File: src/rtl/lab_pkg.sv
package lab_pkg;
  localparam int WORD_W = 8;
  typedef logic [WORD_W-1:0] word_t;
  typedef struct packed {
    logic  vld;
    word_t dat;
  } slot_t;
endpackage

File: src/rtl/lab_delay_line.sv
module lab_delay_line
  import lab_pkg::*;
#(
  parameter int N = 10
) (
  input  logic  clk_i,
  input  logic  rst_ni,
  input  slot_t in_i,
  output slot_t out_o
);
  slot_t stg_q [N];

  for (genvar i = 0; i < N; i++) begin : g_stg
    always_ff @(posedge clk_i or negedge rst_ni) begin
      if (!rst_ni) stg_q[i] <= '0;
      else if (i == 0) stg_q[i] <= in_i;
      else stg_q[i] <= stg_q[(i == 0) ? 0 : i-1];
    end
  end

  assign out_o = stg_q[N-1];


  stage_adv_chk: assert property (@(posedge clk_i) disable iff (!rst_ni)
    in_i.vld |=> stg_q[0].vld && stg_q[0].dat == $past(in_i.dat));
endmodule

File: src/rtl/lab_fifo.sv
module lab_fifo
  import lab_pkg::*;
#(
  parameter int DEPTH = 20,
  localparam int AW = (DEPTH > 1) ? $clog2(DEPTH) : 1,
  localparam int CW = $clog2(DEPTH + 1)
) (
  input  logic          clk_i,
  input  logic          rst_ni,
  input  logic          wr_i,
  input  word_t         wdata_i,
  input  logic          rd_i,
  output word_t         rdata_o,
  output logic [CW-1:0] count_o
);
  localparam logic [AW-1:0] LAST_P = AW'(DEPTH - 1);
  localparam logic [CW-1:0] FULL_C = CW'(DEPTH);

  word_t         mem [DEPTH];
  logic [AW-1:0] wr_ptr_q, rd_ptr_q;
  logic [CW-1:0] cnt_q;

  always_ff @(posedge clk_i) begin
    if (wr_i) mem[wr_ptr_q] <= wdata_i;
  end

  always_ff @(posedge clk_i or negedge rst_ni) begin
    if (!rst_ni) begin
      wr_ptr_q <= '0;
      rd_ptr_q <= '0;
      cnt_q    <= '0;
    end else begin
      if (wr_i) wr_ptr_q <= (wr_ptr_q == LAST_P) ? '0 : wr_ptr_q + 1'b1;
      if (rd_i) rd_ptr_q <= (rd_ptr_q == LAST_P) ? '0 : rd_ptr_q + 1'b1;
      case ({wr_i, rd_i})
        2'b10:   cnt_q <= cnt_q + 1'b1;
        2'b01:   cnt_q <= cnt_q - 1'b1;
        default: cnt_q <= cnt_q;
      endcase
    end
  end

  assign rdata_o = mem[rd_ptr_q];
  assign count_o = cnt_q;


  no_overflow_chk: assert property (@(posedge clk_i) disable iff (!rst_ni)
    (wr_i && !rd_i) |-> cnt_q != FULL_C);

  no_underflow_chk: assert property (@(posedge clk_i) disable iff (!rst_ni)
    rd_i |-> cnt_q != '0);
endmodule

File: src/rtl/lat_absorb_buf.sv
module lat_absorb_buf
  import lab_pkg::*;
#(
  parameter int N     = 10,
  parameter int DEPTH = 2 * N
) (
  input  logic       clk_i,
  input  logic       rst_ni,
  input  logic [7:0] in_data_i,
  input  logic       in_valid_i,
  output logic       busy_o,
  output logic [7:0] out_data_o,
  output logic       out_valid_o,
  input  logic       busy_i,
  output logic       err_o
);
  localparam int CW = $clog2(DEPTH + 1);
  localparam logic [CW-1:0] THR_C = CW'(DEPTH - N - 1);

  if (DEPTH < 2 * N) begin : g_bad_depth
    $error("DEPTH must be at least 2*N");
  end

  slot_t         pipe_in, pipe_out;
  word_t         fifo_rdata;
  logic [CW-1:0] fill;
  logic          busy_q, err_q, ovld_q, rd_en;
  word_t         odat_q;

  // words offered while busy are discarded
  assign pipe_in.vld = in_valid_i & ~busy_q;
  assign pipe_in.dat = in_data_i;
  assign rd_en       = ~busy_i & (fill != '0);

  lab_delay_line #(.N(N)) i_pipe (
    .clk_i  (clk_i),
    .rst_ni (rst_ni),
    .in_i   (pipe_in),
    .out_o  (pipe_out)
  );

  lab_fifo #(.DEPTH(DEPTH)) i_fifo (
    .clk_i   (clk_i),
    .rst_ni  (rst_ni),
    .wr_i    (pipe_out.vld),
    .wdata_i (pipe_out.dat),
    .rd_i    (rd_en),
    .rdata_o (fifo_rdata),
    .count_o (fill)
  );

  always_ff @(posedge clk_i or negedge rst_ni) begin
    if (!rst_ni) begin
      busy_q <= 1'b0;
      err_q  <= 1'b0;
      ovld_q <= 1'b0;
      odat_q <= '0;
    end else begin
      busy_q <= (fill >= THR_C);
      if (in_valid_i && busy_q) err_q <= 1'b1;
      ovld_q <= rd_en;
      if (rd_en) odat_q <= fifo_rdata;
    end
  end

  assign busy_o      = busy_q;
  assign err_o       = err_q;
  assign out_valid_o = ovld_q;
  assign out_data_o  = odat_q;


  out_gate_chk: assert property (@(posedge clk_i) disable iff (!rst_ni)
    out_valid_o |-> $past(!busy_i));

  busy_thr_chk: assert property (@(posedge clk_i) disable iff (!rst_ni)
    !busy_o |-> fill <= THR_C);

  err_sticky_chk: assert property (@(posedge clk_i) disable iff (!rst_ni)
    err_o |=> err_o);

  drop_flag_chk: assert property (@(posedge clk_i) disable iff (!rst_ni)
    (in_valid_i && busy_o) |=> err_o);
endmodule

File: config.mk
export PLATFORM = sky130hd
export DESIGN_NAME = lat_absorb_buf
export DESIGN_NICKNAME = d
export VERILOG_FILES = /design/src/rtl/lab_pkg.sv /design/src/rtl/lab_delay_line.sv /design/src/rtl/lab_fifo.sv /design/src/rtl/lat_absorb_buf.sv
export SDC_FILE = /design/constraint.sdc
export NUM_CORES = 1
export LEC_CHECK = 0
export BUFFER_PORTS_ARGS = -buffer_cell sky130_fd_sc_hd__buf_2
export CAP_MARGIN = 20
export CORE_ASPECT_RATIO = 0.6
export CORE_MARGIN = 5
export CORE_UTILIZATION = 60
export CTS_BUF_LIST = sky130_fd_sc_hd__clkbuf_4 sky130_fd_sc_hd__clkbuf_8
export DETAILED_ROUTE_END_ITERATION = 16
export PLACE_DENSITY = 0.87
export SYNTH_ARGS = -nofsm -noshare
export SYNTH_HDL_FRONTEND = slang
export SYNTH_HIERARCHICAL = 1
export SYNTH_SLANG_ARGS = --single-unit
File: constraint.sdc
create_clock -name clk_i -period 7 [get_ports clk_i]
set_input_delay 0.35 -clock clk_i [delete_from_list [all_inputs] [get_ports clk_i]]
set_output_delay 0.35 -clock clk_i [all_outputs]
set_load 0.05 [all_outputs]
==> summary.md, run 1 <==
| Metric | Value |
|---|---|
| Result of the run | finished, final reports clean |
| Crit Path Class | reg2reg |
| Highest attainable clock frequency | 335 MHz |
| Critical path's top delay family | compound AO/OA/AOI/OAI gates |
| Share of Yosys cell area claimed by the top area cell type | 48.8% |
| Drt total wl | 18800 microns |
| Detail Route Antenna Nets | 0 |
| Remaining DRCs | 0 |
| Buffers inserted by post-CTS timing repair | 0 |
| Count of mapped cells out of synthesis | 528 |
| Peak ir drop on the vdd network | 0.212 mV |
| Pin count of the biggest net entering global routing | 64 |
| Unique cell type count in the Yosys netlist | 41 |
| Critical path, cell by cell | nor3_2 > a21oi_4 > ha_1 > xor2_1 > ha_1 > or3b_2 > a211oi_1 > o21bai_1 > xnor2_1 |
| Tightest Hold Check Type | in2reg |
| Met1 wire length | 7960 microns |
| Uppermost routed layer | met4 |
| Tightest slew margin relative to the limit | 31.1% |
| Syn Nets | 548 |
| Critical path's most frequent cell | sky130_fd_sc_hd__ha_1 |
| Initial antenna violation count | 0 |
| Clock Tree Buf Depth | 3 |
| CP Capture Type | flip-flop |
| CP Buf/Inv Count | 0 |
| Total global routing overflow | 0 |
| Wire per inst | 23.0 microns |
| Count of inserted antenna diode cells | 0 |
| Fraction of synthesis flops using an asynchronous set or reset pin | 42.0% |
| Req. time, crit path | 7.40 ns |
| Total power consumption of the routed design | 0.00421 W |
| Cell with the largest stage delay on the worst path | sky130_fd_sc_hd__dfrtp_1 |
| Maximum fanout encountered on the critical timing path | 16 |
| Part of the cycle the worst path needs | 42.7% |
| Depth of the worst register-to-register path | 9 |
| Max-cap violation count | 0 |
| RePlAce Congestion | 0.866 |
| Library cell with the largest summed area after synthesis | sky130_fd_sc_hd__edfxtp_1 |
| Leading cell type by number of instances after synthesis | sky130_fd_sc_hd__edfxtp_1 |
| Layout Area Growth over Synthesis | 12.0% |
| Leakage | 4.18 nW |
| Total routing resource utilization after global routing | 20.8% |
| Transition time of the tightest slew-check pin | 1.03 ns |
| Standard-cell rows | 36 |
| Number of buffers created by CTS | 38 |
| Pwr per Cell Area | 382 nW/um^2 |
| Post-Syn Area | 9840 sq um |
| Reg clk slew, reported paths | 0.06 ns |
| Layout fillers | 968 |
| Number of nets in the layout | 597 |
| Routed met3 length | 1670 microns |
| Leading cell types by total area after synthesis | sky130_fd_sc_hd__edfxtp_1 (49%), sky130_fd_sc_hd__dfrtp_1 (29%), sky130_fd_sc_hd__mux4_2 (4.3%) |
| CTS Sinks | 276 |
| Overall die area | 19200 sq um |
| CTS H-tree lvls | 2 |
| Via count of the first global-routing pass | 5209 |
| Die boundary height | 109 microns |
| Commonest cells in the synthesized netlist | sky130_fd_sc_hd__edfxtp_1 (160), sky130_fd_sc_hd__dfrtp_1 (116), sky130_fd_sc_hd__mux2i_1 (33), sky130_fd_sc_hd__mux4_2 (19), sky130_fd_sc_hd__nor2_1 (17) |
| Yosys warns | 6 |
| Placed wire-length estimate after detailed placement | 11400 microns |
| Share of synthesized area occupied by flip-flops and latches | 78.3% |
| Via total after detailed routing | 4863 |
| Clock insertion delay at the later pin of the skew report | 0.53 ns |
| Die X-Extent | 175 microns |
| Total of flip-flops plus latches after synthesis | 276 |
| IO buf count | 22 |
| Proportion of layout cells with a drive suffix above 1 | 22.6% |
| Post-synth EDFFs | 160 |
| Accumulated negative setup slack | 0 ns |
| Starting Density | 60.9% |
| Mean area per synthesized cell | 18.6 sq um |
| Number of design-rule violations left by the first detailed-router iteration | 635 |
| IO Pins | 23 |
| Average via count per standard cell | 5.96 |
| First-pass iteration count of the detailed router | 5 |
| Count of final max-slew check failures | 0 |
| Hold Path Cell Cnt | 2 |
| CP arrival | 3.39 ns |
| Area used by multi-input combinational logic | 1900 sq um |
| Logic depth of the worst setup path including buffers | 9 |
| Register cell area after layout | 7710 sq um |
| Root buffer cell | sky130_fd_sc_hd__clkbuf_8 |
| Type of origin of the critical path | flip-flop |
| CTS tree | yes |
| # setup viols final | 0 |
| Met2 WL | 8860 microns |
| Global-route wire length before repair | 29900 microns |
| Setup repair after global routing missed its margin | no |
| Clock period minus final worst setup slack | 2.99 ns |
| Std-Cell Core Area | 16200 sq um |
| Worst clock skew on the final layout | 0.0362 ns |
| Largest stage delay on the critical path | 0.49 ns |
| Most used flip-flop cell after synthesis | sky130_fd_sc_hd__edfxtp_1 |
| Final number of hold-violating endpoints | 0 |
-- logic make-up (layout without fill, tap and decap cells) --
family / Yosys count / after routing / share of synthesized area [%]
AO/OA/AOI/OAI: 50 / 50 / 3.36
AND/OR/NAND/NOR: 74 / 74 / 3.90
XOR/XNOR: 9 / 9 / 0.801
flip-flops: 276 / 276 / 78.3
multiplexers: 67 / 67 / 10.2
buffers and inverters: 44 / 123 / 2.44
adder cells (fa/ha/maj): 8 / 8 / 1.02
-- worst paths after layout --
check	start	end	slack, ns
worst max-delay path	i_fifo/count_o[1]$_DFFE_PN0P_	i_fifo/count_o[4]$_DFFE_PN0P_	4.01
worst min-delay path	in_valid_i	err_o$_DFFE_PN0P_	0.05
worst max register to register	i_fifo/count_o[1]$_DFFE_PN0P_	i_fifo/count_o[4]$_DFFE_PN0P_	4.01
worst min register to register	i_pipe/stg_q[14]$_DFF_PN0_	i_pipe/out_o[5]$_DFF_PN0_	0.34
max in group asynchronous	rst_ni	i_fifo/rd_ptr_q[0]$_DFFE_PN0P_	5.37
min in group asynchronous	rst_ni	i_pipe/stg_q[79]$_DFF_PN0_	0.42
-- placed cells by master, fill, tap and decap left out, types with 3 or more instances in the layout --
master                          netlist  routed
sky130_fd_sc_hd__nor2_1              17      17
sky130_fd_sc_hd__o22ai_1             16      16
sky130_fd_sc_hd__nor4_1               8       8
sky130_fd_sc_hd__o21ai_0              7       7
sky130_fd_sc_hd__clkbuf_8             0      45
sky130_fd_sc_hd__nand2_1             13      13
sky130_fd_sc_hd__buf_4               10      11
sky130_fd_sc_hd__mux2i_1             33      33
sky130_fd_sc_hd__nand3_1              7       7
sky130_fd_sc_hd__mux2_2              10      10
sky130_fd_sc_hd__ha_1                 8       8
sky130_fd_sc_hd__nand2b_1             3       3
sky130_fd_sc_hd__mux4_1               5       5
sky130_fd_sc_hd__a22o_1               8       8
sky130_fd_sc_hd__a21oi_1             11      11
sky130_fd_sc_hd__edfxtp_1           160     160
sky130_fd_sc_hd__dlygate4sd3_1        0       9
sky130_fd_sc_hd__nor2b_1              7       7
sky130_fd_sc_hd__clkbuf_4             0      20
sky130_fd_sc_hd__xor2_1               4       4
sky130_fd_sc_hd__nor3_1               8       8
sky130_fd_sc_hd__buf_2                5      21
sky130_fd_sc_hd__dfrtp_1            116     115
sky130_fd_sc_hd__xnor2_1              5       5
sky130_fd_sc_hd__inv_1               12      12
sky130_fd_sc_hd__mux4_2              19      19
-- routing by layer --
metal | track usage [%] | vias to the layer above
met5 | 0 | -
met4 | 5.88 | 0
met3 | 4.54 | 30
met2 | 32.7 | 244
met1 | 30.3 | 2508
li1 | - | 2081
-- stage by stage --
stage	hold WS, ns	instances	cell area [sq um]	utilization, %	worst slack (ns)
4_1_cts	0.0270	815	11000	68.1	4.08
5_1_grt	0.0426	816	11000	68.2	3.92
3_5_place_dp	0.335	736	10100	62.4	4.12
2_1_floorplan	0.0544	528	9840	-	4.45
6_report	0.0497	816	11000	68.2	4.01
3_3_place_gp	0.333	734	10100	62.3	4.31
-- worst register-to-register path, delay by kind of cell (launching register included) --
family	cells	cell delay [ns]
fa+ha+maj	2	0.69
compound gates	3	0.83
simple gates	2	0.57
flops	1	0.49
xor+xnor	2	0.29
-- state kept, by name, summed over array words and instances (netlist names) --
name / count
busy_o: 1
err_o: 1
i_fifo/count_o: 5
i_fifo/mem: 160
i_fifo/rd_ptr_q: 5
i_fifo/wr_ptr_q: 5
i_pipe/out_o: 9
i_pipe/stg_q: 81
out_data_o: 8
out_valid_o: 1
-- cell type report --
class / count / share of cell area (%)
clock buffers: 65 / 6.98
clock inverters: 5 / 0.624
repair buffers: 41 / 2.52
multi-input cells: 208 / 17.2
inverters: 12 / 0.408
flip-flops and latches: 276 / 69.9
well taps: 209 / 2.37
-- timing repair --
action | in CTS | in global routing
endpoints found under the setup margin | 0 | 0
resized for setup | 0 | 0
endpoints found under the hold margin | 70 | 0
hold buffers | 9 | 0
-- where the power goes --
group          internal (W)  switching, W  leakage, nW
Sequential          0.00185      0.000149         2.80
Clock              0.000735      0.000572        0.450
Combinational      0.000361      0.000537        0.928
No activity file was read; power rests on OpenSTA's default activity.
==> run 2, diff against run 1 <==
--- a/config.mk
+++ b/config.mk
@@ -5,6 +5,7 @@
 export SDC_FILE = /design/constraint.sdc
 export NUM_CORES = 1
 export LEC_CHECK = 0
+export ABC_AREA = 1
 export BUFFER_PORTS_ARGS = -buffer_cell sky130_fd_sc_hd__buf_2
 export CAP_MARGIN = 20
 export CORE_ASPECT_RATIO = 0.6
==> constraint.sdc (replaced) <==
create_clock -name clk_i -period 3.1 [get_ports clk_i]
set_input_delay 0.155 -clock clk_i [delete_from_list [all_inputs] [get_ports clk_i]]
set_output_delay 0.155 -clock clk_i [all_outputs]
set_load 0.05 [all_outputs]
==> run 2 against run 1 <==
Global-route usage grew 0.45 points. Critical path type unchanged. Cell area increased by 4.8%. Clock power grew 110%.
==> summary.md, run 2 <==
| Metric | Value |
|---|---|
| Result of the run | finished, final reports clean (unchanged) |
| Crit Path Class | reg2reg (unchanged) |
| Share of synthesized area occupied by flip-flops and latches | 73.4% (was 78.3%) |
| Number of buffers inserted by hold repair at cts | 11 (was 9) |
| Adder-cell share of the synthesized area | 0.953% (was 1.02%) |
| Pin count of the biggest net entering global routing | 84 (was 64) |
| Highest attainable clock frequency | 406 MHz (was 335 MHz) |
| Leading cell type by number of instances after synthesis | sky130_fd_sc_hd__nand2_1 (was sky130_fd_sc_hd__edfxtp_1) |
| Library cell with the largest summed area after synthesis | sky130_fd_sc_hd__edfxtp_1 (unchanged) |
| Synth Area in Compound Gates | 1.79% (was 3.36%) |
| Final Non-Filler Cells | 1201 (was 816) |
| Reg clk slew, reported paths | 0.07 ns (was 0.06 ns) |
| Tightest Hold Check Type | in2async (was in2reg) |
| Most used flip-flop cell after synthesis | sky130_fd_sc_hd__edfxtp_1 (unchanged) |
| Accumulated negative setup slack | 0 ns (unchanged) |
| CTS H-tree lvls | 2 (unchanged) |
| Total routing resource utilization after global routing | 21.3% (was 20.8%) |
| Average via count per standard cell | 5.39 (was 5.96) |
| Yosys warns | 6 (unchanged) |
| Proportion of layout cells with a drive suffix above 1 | 10.2% (was 22.6%) |
| Leading cell types by total area after synthesis | sky130_fd_sc_hd__edfxtp_1 (46%), sky130_fd_sc_hd__dfrtp_1 (28%), sky130_fd_sc_hd__nand2_1 (8.3%) (was sky130_fd_sc_hd__edfxtp_1 (49%), sky130_fd_sc_hd__dfrtp_1 (29%), sky130_fd_sc_hd__mux4_2 (4.3%)) |
| Tightest slew margin relative to the limit | 38.9% (was 31.1%) |
| Post-synthesis share of cell area spent on and, or, nand and nor gates | 16.4% (was 3.90%) |
| Layout fillers | 1158 (was 968) |
| # setup viols final | 0 (unchanged) |
| Layout Area Growth over Synthesis | 10.0% (was 12.0%) |
| Leakage | 5.04 nW (was 4.18 nW) |
| Die boundary height | 113 microns (was 109 microns) |
| Setup repair after global routing missed its margin | no (unchanged) |
| Dominant combinational cell family by area after synthesis | simple AND/OR/NAND/NOR gates (was multiplexers) |
| Placed cells | 1123 (was 736) |
| Global-route wire length before repair | 33900 microns (was 29900 microns) |
| Maximum fanout encountered on the critical timing path | 9 (was 16) |
| Worst clock skew on the final layout | 0.0319 ns (was 0.0362 ns) |
| Share of the synthesized netlist area taken by xor and xnor gates | 0.584% (was 0.801%) |
| CP arrival | 2.88 ns (was 3.39 ns) |
| Register with the most flip-flops | i_fifo/mem (unchanged) |
| Final number of hold-violating endpoints | 0 (unchanged) |
| Die X-Extent | 181 microns (was 175 microns) |
| Count of final max-slew check failures | 0 (unchanged) |
| Number of design-rule violations left by the first detailed-router iteration | 853 (was 635) |
| Clock Tree Buf Depth | 3 (unchanged) |
| Multiplexer share of the synthesized area | 0% (was 10.2%) |
| Drt total wl | 21300 microns (was 18800 microns) |
| Pwr per Cell Area | 883 nW/um^2 (was 382 nW/um^2) |
| First-pass iteration count of the detailed router | 5 (unchanged) |
| Leading cell types in the layout, fill and taps excluded | sky130_fd_sc_hd__nand2_1 (233), sky130_fd_sc_hd__edfxtp_1 (160), sky130_fd_sc_hd__inv_1 (115), sky130_fd_sc_hd__dfrtp_1 (115), sky130_fd_sc_hd__nand3_1 (94) (was sky130_fd_sc_hd__edfxtp_1 (160), sky130_fd_sc_hd__dfrtp_1 (115), sky130_fd_sc_hd__clkbuf_8 (45)) |
| Peak ir drop on the vdd network | 0.656 mV (was 0.212 mV) |
| Via count of the first global-routing pass | 6259 (was 5209) |
| Root buffer cell | sky130_fd_sc_hd__clkbuf_8 (unchanged) |
| Total power consumption of the routed design | 0.0102 W (was 0.00421 W) |
| Number of nets in the layout | 959 (was 597) |
| Total of flip-flops plus latches after synthesis | 276 (unchanged) |
| Initial antenna violation count | 0 (unchanged) |
| Count of inserted antenna diode cells | 0 (unchanged) |
| Via total after detailed routing | 6472 (was 4863) |
| Standard-cell rows | 37 (was 36) |
| CTS tree | yes (unchanged) |
| Buffers inserted by post-CTS timing repair | 0 (unchanged) |
| CP Capture Type | flip-flop (unchanged) |
| Clock insertion delay at the later pin of the skew report | 0.53 ns (about the same) |
| Starting Density | 61.2% (was 60.9%) |
| Syn Nets | 919 (was 548) |
| RePlAce Congestion | 0.907 (was 0.866) |
| Flip-flop count of the largest register, all copies and words added | 160 (unchanged) |
| Max-cap violation count | 0 (unchanged) |
| Post-Syn Area | 10500 sq um (was 9840 sq um) |
| Unique cell type count in the Yosys netlist | 30 (was 41) |
| Total global routing overflow | 0 (unchanged) |
| Count of mapped cells out of synthesis | 899 (was 528) |
| Share of Yosys cell area claimed by the top area cell type | 45.7% (was 48.8%) |
| Mean area per synthesized cell | 11.7 sq um (was 18.6 sq um) |
| Part of the cycle the worst path needs | 79.4% (was 42.7%) |
| Req. time, crit path | 3.52 ns (was 7.40 ns) |
| Number of buffers created by CTS | 37 (was 38) |
| Total of cells resized after clock tree synthesis | 0 (unchanged) |
| Fraction of synthesis flops using an asynchronous set or reset pin | 42.0% (unchanged) |
| Detail Route Antenna Nets | 0 (unchanged) |
| Reg-to-reg setup timing slack | 0.64 ns (was 4.01 ns) |
| Transition time of the tightest slew-check pin | 0.913 ns (was 1.03 ns) |
| IO Pins | 23 (unchanged) |
| Post-synth EDFFs | 160 (unchanged) |
| Type of origin of the critical path | flip-flop (unchanged) |
| Std-Cell Core Area | 17200 sq um (was 16200 sq um) |
| Most common library cell in the layout ignoring fill and taps | sky130_fd_sc_hd__nand2_1 (was sky130_fd_sc_hd__edfxtp_1) |
| IO buf count | 22 (unchanged) |
| Remaining DRCs | 0 (unchanged) |
| Commonest cells in the synthesized netlist | sky130_fd_sc_hd__nand2_1 (233), sky130_fd_sc_hd__edfxtp_1 (160), sky130_fd_sc_hd__dfrtp_1 (116), sky130_fd_sc_hd__inv_1 (115), sky130_fd_sc_hd__nand3_1 (94) (was sky130_fd_sc_hd__edfxtp_1 (160), sky130_fd_sc_hd__dfrtp_1 (116), sky130_fd_sc_hd__mux2i_1 (33), sky130_fd_sc_hd__mux4_2 (19), sky130_fd_sc_hd__nor2_1 (17)) |
| CTS Sinks | 276 (unchanged) |
| Overall die area | 20300 sq um (was 19200 sq um) |
| Clock period minus final worst setup slack | 2.46 ns (was 2.99 ns) |
| Wire per inst | 17.7 microns (was 23.0 microns) |
| Placed wire-length estimate after detailed placement | 12300 microns (was 11400 microns) |
-- run 2: cell count changes after synthesis, moves of 9 or more --
cell                       previous run  this run
sky130_fd_sc_hd__nand2_1             13       233
sky130_fd_sc_hd__inv_1               12       115
sky130_fd_sc_hd__nand3_1              7        94
sky130_fd_sc_hd__nor2_1              17        73
sky130_fd_sc_hd__mux2i_1             33         0
sky130_fd_sc_hd__mux4_2              19         0
sky130_fd_sc_hd__clkbuf_1            11         1
sky130_fd_sc_hd__mux2_2              10         0
sky130_fd_sc_hd__buf_2                5        14
-- run 2: cell type report --
cell class,count,area [sq um],share of cell area (%)
inverters,122,460,3.98
well taps,234,293,2.53
repair buffers,38,285,2.47
clock inverters,14,71.3,0.617
flip-flops and latches,276,7710,66.7
multi-input cells,464,2080,18.0
clock buffers,53,667,5.77
-- run 2: critical path, cell delays in order, from the launching register on --
cell and delay, ns:
sky130_fd_sc_hd__dfrtp_1 0.44, sky130_fd_sc_hd__nor2_2 0.20, sky130_fd_sc_hd__nand3_4 0.16, sky130_fd_sc_hd__nand2_4 0.14, sky130_fd_sc_hd__inv_2 0.09, sky130_fd_sc_hd__ha_1 0.27, sky130_fd_sc_hd__xor2_1 0.30, sky130_fd_sc_hd__ha_1 0.20
sky130_fd_sc_hd__a21oi_1 0.05, sky130_fd_sc_hd__nor2_1 0.18, sky130_fd_sc_hd__nand2_1 0.07, sky130_fd_sc_hd__nand2_1 0.08, sky130_fd_sc_hd__nand3_1 0.07, sky130_fd_sc_hd__nand2_1 0.06, sky130_fd_sc_hd__nand2_1 0.04
-- run 2: final timing paths --
kind,from,cells after the start,end
max in group asynchronous,rst_ni,3,i_pipe/stg_q[66]$_DFF_PN0_
worst max-delay path,i_fifo/count_o[4]$_DFFE_PN0P_,14,i_fifo/count_o[4]$_DFFE_PN0P_
worst min register to register,i_pipe/stg_q[19]$_DFF_PN0_,0,i_pipe/stg_q[10]$_DFF_PN0_
min in group clk_i,in_data_i[5],2,i_pipe/stg_q[86]$_DFF_PN0_
worst max register to register,i_fifo/count_o[4]$_DFFE_PN0P_,14,i_fifo/count_o[4]$_DFFE_PN0P_
worst min-delay path,rst_ni,2,i_pipe/stg_q[50]$_DFF_PN0_
-- run 2: power by group --
part,total (W),internal [W],leakage (nW),switching [W]
Sequential,0.00451,0.00423,2.81,0.000278
Clock,0.00270,0.00140,0.391,0.00130
Combinational,0.00300,0.000830,1.83,0.00217
Total,0.0102,0.00646,5.04,0.00375
-- run 2: cell families after synthesis --
| kind of cell | count (synthesis) |
|---|---|
| DFF | 276 |
| buffers and inverters | 159 |
| adders and majority gates | 8 |
| and+or+nand+nor | 414 |
| AOI/OAI and AO/OA | 35 |
| xor gates and xnor gates | 7 |
-- run 2: per-stage QoR --
stage          worst slack, ns  area (sq um)  hold WS (ns)  util, %
6_report                 0.640         11600         0.207     67.3
2_1_floorplan             1.05         10500        -0.141        -
3_3_place_gp             0.884         10700         0.210     62.4
3_5_place_dp             0.730         10700         0.220     62.4
5_1_grt                  0.471         11600         0.251     67.3
4_1_cts                  0.683         11600         0.204     67.3
-- run 2: per-layer routing --
layer | up-vias | track usage [%] | wire [microns]
met5 | - | 0 | 0
met4 | 0 | 5.64 | 495
met3 | 43 | 4.99 | 2490
met2 | 402 | 31.7 | 9410
met1 | 3049 | 32.1 | 8900
li1 | 2978 | - | -
